===== config.mk =====
export PLATFORM = sky130hd
export DESIGN_NAME = dco_tune_encoder
export DESIGN_NICKNAME = d
export VERILOG_FILES = /design/src/rtl/dcoenc_pkg.sv /design/src/rtl/dcoenc_ctrl.sv /design/src/rtl/dcoenc_therm.sv /design/src/rtl/dcoenc_dp.sv /design/src/rtl/dco_tune_encoder.sv
export SDC_FILE = /design/constraint.sdc
export NUM_CORES = 1
export LEC_CHECK = 0
export ABC_AREA = 1
export ABC_CLOCK_PERIOD_IN_PS = 3650
export BUFFER_PORTS_ARGS = -buffer_cell sky130_fd_sc_hd__buf_2
export CORE_ASPECT_RATIO = 2
export CORE_MARGIN = 2
export CORE_UTILIZATION = 37
export CTS_BUF_LIST = sky130_fd_sc_hd__clkbuf_4
export DETAILED_ROUTE_END_ITERATION = 10
export RECOVER_POWER = 100
export SLEW_MARGIN = 20
export SYNTH_ARGS = -nofsm -noshare
export SYNTH_HDL_FRONTEND = slang
export SYNTH_SLANG_ARGS = --single-unit

===== constraint.sdc =====
create_clock -name clk -period 3.65 [get_ports clk]
set_input_delay 0.365 -clock clk [delete_from_list [all_inputs] [get_ports clk]]
set_output_delay 0.365 -clock clk [all_outputs]
set_load 0.05 [all_outputs]

===== src/rtl/dcoenc_pkg.sv =====
package dcoenc_pkg;
  // Strobes issued by the control module to the datapath.
  typedef struct packed {
    logic loadWord;    // capture the incoming tuning word this edge
    logic ditherStep;  // add one fine step of pseudo-random dither this edge
  } tuneStrb_t;
endpackage


===== src/rtl/dcoenc_ctrl.sv =====
module dcoenc_ctrl
  import dcoenc_pkg::*;
#(
  parameter int LFSR_W = 15,
  parameter int TAP_HI = 14,
  parameter int TAP_LO = 13
) (
  input  logic      clk,
  input  logic      rstN,
  input  logic      loadStb,
  input  logic      ditherEn,
  input  logic      ditherAmp,
  output tuneStrb_t strb
);
  localparam logic [LFSR_W-1:0] SEED = LFSR_W'(1);

  logic [LFSR_W-1:0] lfsrQ;
  logic              feedBit;
  logic              ditherGate;

  assign feedBit    = lfsrQ[TAP_HI] ^ lfsrQ[TAP_LO];
  assign ditherGate = ditherEn & ditherAmp;

  always_ff @(posedge clk or negedge rstN) begin
    if (!rstN) lfsrQ <= SEED;
    else       lfsrQ <= {lfsrQ[LFSR_W-2:0], feedBit};
  end

  always_comb begin
    strb.loadWord   = loadStb;
    strb.ditherStep = ditherGate & lfsrQ[0];
  end

  // the sequence generator must never fall into the all-zero lock-up state
  a_r7_lfsr_live: assert property (@(posedge clk) disable iff (!rstN)
    lfsrQ != '0);
endmodule


===== src/rtl/dcoenc_therm.sv =====
module dcoenc_therm #(
  parameter int CODE_W  = 5,
  parameter int THERM_W = (1 << CODE_W) - 1
) (
  input  logic [CODE_W-1:0]  code,
  output logic [THERM_W-1:0] therm
);
  for (genvar i = 0; i < THERM_W; i++) begin : g_elem
    assign therm[i] = ({{(32-CODE_W){1'b0}}, code} > i);
  end
endmodule


===== src/rtl/dcoenc_dp.sv =====
module dcoenc_dp
  import dcoenc_pkg::*;
#(
  parameter int COARSE_W = 6,
  parameter int FINE_W   = 5,
  parameter int FRAC_W   = 5,
  parameter int WORD_W   = COARSE_W + FINE_W + FRAC_W,
  parameter int THERM_W  = (1 << FINE_W) - 1
) (
  input  logic                clk,
  input  logic                rstN,
  input  tuneStrb_t           strb,
  input  logic [WORD_W-1:0]   tuneWord,
  output logic [COARSE_W-1:0] coarseCode,
  output logic [THERM_W-1:0]  fineTherm
);
  localparam int SUM_W = FINE_W + 2;
  localparam logic [SUM_W-1:0] FINE_MAX = SUM_W'(THERM_W);

  logic [WORD_W-1:0]   wordQ;
  logic [FRAC_W-1:0]   accQ;
  logic [FRAC_W:0]     accSum;
  logic                sdCarry;
  logic [COARSE_W-1:0] coarseField;
  logic [FINE_W-1:0]   fineField;
  logic [FRAC_W-1:0]   fracField;
  logic [SUM_W-1:0]    fineSum;
  logic [FINE_W-1:0]   fineSat;
  logic [THERM_W-1:0]  thermNext;

  assign coarseField = wordQ[WORD_W-1 -: COARSE_W];
  assign fineField   = wordQ[FRAC_W +: FINE_W];
  assign fracField   = wordQ[FRAC_W-1:0];

  // First-order sigma-delta: carry out of the fraction accumulator.
  assign accSum  = {1'b0, accQ} + {1'b0, fracField};
  assign sdCarry = accSum[FRAC_W];

  // Fine code plus carry plus dither, clipped to the bank's top code.
  assign fineSum = {2'b00, fineField} + {{(SUM_W-1){1'b0}}, sdCarry}
                 + {{(SUM_W-1){1'b0}}, strb.ditherStep};
  assign fineSat = (fineSum > FINE_MAX) ? FINE_W'(THERM_W) : fineSum[FINE_W-1:0];

  dcoenc_therm #(.CODE_W(FINE_W), .THERM_W(THERM_W)) u_therm (
    .code  (fineSat),
    .therm (thermNext)
  );

  always_ff @(posedge clk or negedge rstN) begin
    if (!rstN) begin
      wordQ      <= '0;
      accQ       <= '0;
      coarseCode <= '0;
      fineTherm  <= '0;
    end else begin
      accQ       <= accSum[FRAC_W-1:0];
      coarseCode <= coarseField;
      fineTherm  <= thermNext;
      if (strb.loadWord) wordQ <= tuneWord;
    end
  end

  // the held word moves only on a load strobe
  a_r2_hold_word: assert property (@(posedge clk) disable iff (!rstN)
    !strb.loadWord |=> $stable(wordQ));

  // output never below the fine field, never above it by more than two
  a_r9_fine_bound: assert property (@(posedge clk) disable iff (!rstN)
    1'b1 |=> ($countones(fineTherm) >= int'($past(fineField))) &&
             ($countones(fineTherm) <= int'($past(fineField)) + 2));

  // with no dither step at most the modulator carry is added
  a_r8_no_dither: assert property (@(posedge clk) disable iff (!rstN)
    !strb.ditherStep |=> $countones(fineTherm) <= int'($past(fineField)) + 1);

  // zero fraction and no dither leave the fine field untouched
  a_r6_plain_fine: assert property (@(posedge clk) disable iff (!rstN)
    (fracField == '0 && !strb.ditherStep) |=>
      $countones(fineTherm) == int'($past(fineField)));
endmodule


===== src/rtl/dco_tune_encoder.sv =====
module dco_tune_encoder
  import dcoenc_pkg::*;
#(
  parameter int COARSE_W = 6,
  parameter int FINE_W   = 5,
  parameter int FRAC_W   = 5,
  parameter int LFSR_W   = 15,
  parameter int WORD_W   = COARSE_W + FINE_W + FRAC_W,
  parameter int THERM_W  = (1 << FINE_W) - 1
) (
  input  logic                clk,
  input  logic                rstN,
  input  logic                loadStb,
  input  logic [WORD_W-1:0]   tuneWord,
  input  logic                ditherEn,
  input  logic                ditherAmp,
  output logic [COARSE_W-1:0] coarseCode,
  output logic [THERM_W-1:0]  fineTherm
);
  tuneStrb_t strb;

  dcoenc_ctrl #(.LFSR_W(LFSR_W), .TAP_HI(LFSR_W-1), .TAP_LO(LFSR_W-2)) u_ctrl (
    .clk       (clk),
    .rstN      (rstN),
    .loadStb   (loadStb),
    .ditherEn  (ditherEn),
    .ditherAmp (ditherAmp),
    .strb      (strb)
  );

  dcoenc_dp #(
    .COARSE_W (COARSE_W),
    .FINE_W   (FINE_W),
    .FRAC_W   (FRAC_W),
    .WORD_W   (WORD_W),
    .THERM_W  (THERM_W)
  ) u_dp (
    .clk        (clk),
    .rstN       (rstN),
    .strb       (strb),
    .tuneWord   (tuneWord),
    .coarseCode (coarseCode),
    .fineTherm  (fineTherm)
  );
endmodule


==> out/metrics.cfg <==
[detailed_routing]
vias=1771
route.final.wire_length_um=4650
firstDrtPassIters=4
drt-initial-drc-count=37
viasPerCell=4.53
wl_per_cell_um=11.9
postRouteAntennaNets=0
drc=0

[worst_setup_path]
worst_path_max_delay_cell=dfrtp_1
max_stage_delay_ps=400
cp_num_buf_inv=4
cp.arrival_ps=3490
worstReg2RegEnd=u_dp.fineTherm[0]
worstSetupPathType=reg2reg
cp_max_fo=7
cp-startpoint=u_dp.accQ[2]
setup.worst_path.end_class=flip-flop
reg2reg_from=u_dp.accQ[2]
r2r_cells=18
crit_path_frequent_cell=ha_1
regToRegSetupSlack_ps=470
path_cells=ha_1, a21oi_1, and2_0, inv_1, a21oi_1, o21bai_1, ha_1, ha_1, nand2_1, nand3b_1, nor2_4, inv_2, nand2_1, inv_4, nor2_8, inv_2, nor2_4, nand3_1
cp_top_family=simple AND/OR/NAND/NOR gates
cp.required_ps=3960
cp-start-kind=flip-flop

[floorplan]
num_rows=45
die_y_um=127
initial_core_util_pct=37.7
core_area_sq_um=7490
pin_count=58
dieWidth_um=65.7
die_area_sq_um=8380

[timing]
slew_viol_final=0
timing.hold.ws_ps=115
fin_ws_ps=470
setup_tns_ps=0
fin_crit_sh_pct=87.1
hold_viol_final=0
setup_violations=0
timing.fmax_mhz=314
rsz0062_at_grt=no
slew_headroom_pct=18.2
fin_crit_ps=3180
finClkSkew_ps=28.6
tightest_slew_ps=1230

[global_route]
grt_use_total_pct=12.9
grt_max_degree=55
grt_pass1_wl_um=8010
grt_pass1_vias=1799
antenna_found_initial=0
grt-ovfl-total=0

[min_path]
min_from=tuneWord[1]
whs_endpoint=u_dp.wordQ[1]
hold_class=in2reg
hold_depth=3

[placed_design]
place_ws_ps=713
hpwl_um=3510
gp_congestion=0.832
io_buffers=57

[synth]
synth_top_area_share_pct=63.9
syn_inst=225
synth-warning-count=0
ys_ff_latch=73
synth_seq_area_share_pct=64.8
yosysUniqueCellTypes=34
synth_area_leader_cell=dfrtp_1
synthArstFlopShare_pct=100
synth_fp_nets=256
synth_edf_count=0
synth_flop_cell=dfrtp_1
synth_area_sq_um=2820
synthTopCellsByArea=dfrtp_1, mux2_2, nand2_1
syn_avg_cell_area_sq_um=12.5

[finish]
antenna_cells=0
final_nets=323
areaGrowthSynthToFinish_pct=15.4
drive_above_1_share_pct=22.6

[cts]
post_cts_resized=0
cts_buffer_depth=2
tritoncts=yes
cts_root_buffer=clkbuf_4
insertion_delay_ps=450
cts_buffers=9
clkTransAtPathRegs_ps=140
htreeDepth=3
cts.sinks=73

[power]
power_density_nw_per_um2=670
leakagePower_nw=1.58
vdd_drop_max_mv=0.412
report.power.total_mw=2.18

[run]
cap_viol_max_count=0

[outcome]
status=completed

==> kinds of logic after synthesis <==
| family | after synthesis | synth area share [%] |
|---|---|---|
| AND/OR/NAND/NOR | 72 | 14.2 |
| XOR/XNOR | 6 | 2.13 |
| buffers and inverters | 29 | 4.30 |
| multiplexers | 12 | 4.79 |
| flip-flops | 73 | 64.8 |
| adder cells (fa/ha/maj) | 10 | 4.70 |
| AO/OA/AOI/OAI | 23 | 5.06 |
==> area by class of cell <==
class	instances	area [sq um]
Timing Repair Buffer	59	253
Sequential cell	73	1830
Fill cell	724	4230
Clock buffer	9	67.6
Tap cell	94	118
Multi-Input combinational cell	123	836
Clock inverter	7	52.6
Inverter	26	103
==> layout by cell type (no fill, tap or decap), types with 2 or more instances in the layout <==
| cell type | count |
|---|---|
| a21oi_1 | 9 |
| buf_2 | 19 |
| clkbuf_1 | 38 |
| clkbuf_4 | 9 |
| clkinv_2 | 2 |
| clkinv_4 | 2 |
| dfrtp_1 | 72 |
| ha_1 | 9 |
| inv_1 | 21 |
| inv_2 | 3 |
| inv_4 | 2 |
| inv_6 | 2 |
| mux2_2 | 12 |
| nand2_1 | 34 |
| nand2_2 | 2 |
| nand2_4 | 2 |
| nand3_1 | 9 |
| nand4_1 | 2 |
| nor2_1 | 14 |
| nor2_4 | 2 |
| o21ai_0 | 9 |
| o21ai_2 | 2 |
| xnor2_1 | 2 |
| xor2_1 | 3 |
==> report_power, final <==
part	switching, mW	internal, mW
Clock	0.290	0.144
Combinational	0.581	0.192
Sequential	0.0428	0.933
Total	0.914	1.27
==> state kept, by name (all words and copies together), names as in the netlist <==
signal	cells
u_ctrl.lfsrQ	15
u_dp.accQ	5
u_dp.coarseCode	6
u_dp.fineTherm	31
u_dp.wordQ	16
==> repair_timing <==
action                                  CTS  global route
endpoints found under the setup margin    0             0
hold endpoints to repair                 19             0
hold buffers                              1             0
buffers inserted                          0             0
==> per-layer routing <==
layer	wire length, um	track usage (%)	share of wire, %
met5	0	0	0
met4	172	9.31	3.7
met3	339	3.87	7.3
met2	2220	19.5	48
met1	1920	15.2	41
==> Yosys cell counts (all sizes together) (2+ instances only) <==
master / n
dfrtp: 72
nand2: 38
inv: 26
nor2: 18
mux2: 12
nand3: 11
o21ai: 11
a21oi: 10
ha: 9
xor2: 4
clkbuf: 2
nand4: 2
xnor2: 2
==> worst min-delay path: stages <==
cell	delay, ps
buf_2	70
nand2_1	40
o21ai_0	60
==> stage by stage <==
stage               std cells  util [%]  area (sq um)
finish                    391      43.5          3260
global route              391      43.5          3260
CTS                       391      44.6          3340
detailed placement        374      42.9          3210
global placement          374      42.9          3210
floorplan                 225         -          2820
==> worst max path at each step <==
stage / slack, ps / cells past startpoint / to
final: 470 / 18 / u_dp.fineTherm[0]
after global routing: 210 / 18 / u_dp.fineTherm[0]
after global placement: 790 / 18 / u_dp.fineTherm[5]
after floorplan: 950 / 18 / u_dp.fineTherm[0]
after CTS: 660 / 18 / u_dp.fineTherm[0]
after detailed placement: 710 / 18 / u_dp.fineTherm[5]
Note: power is estimated with default switching activity, not from simulation.
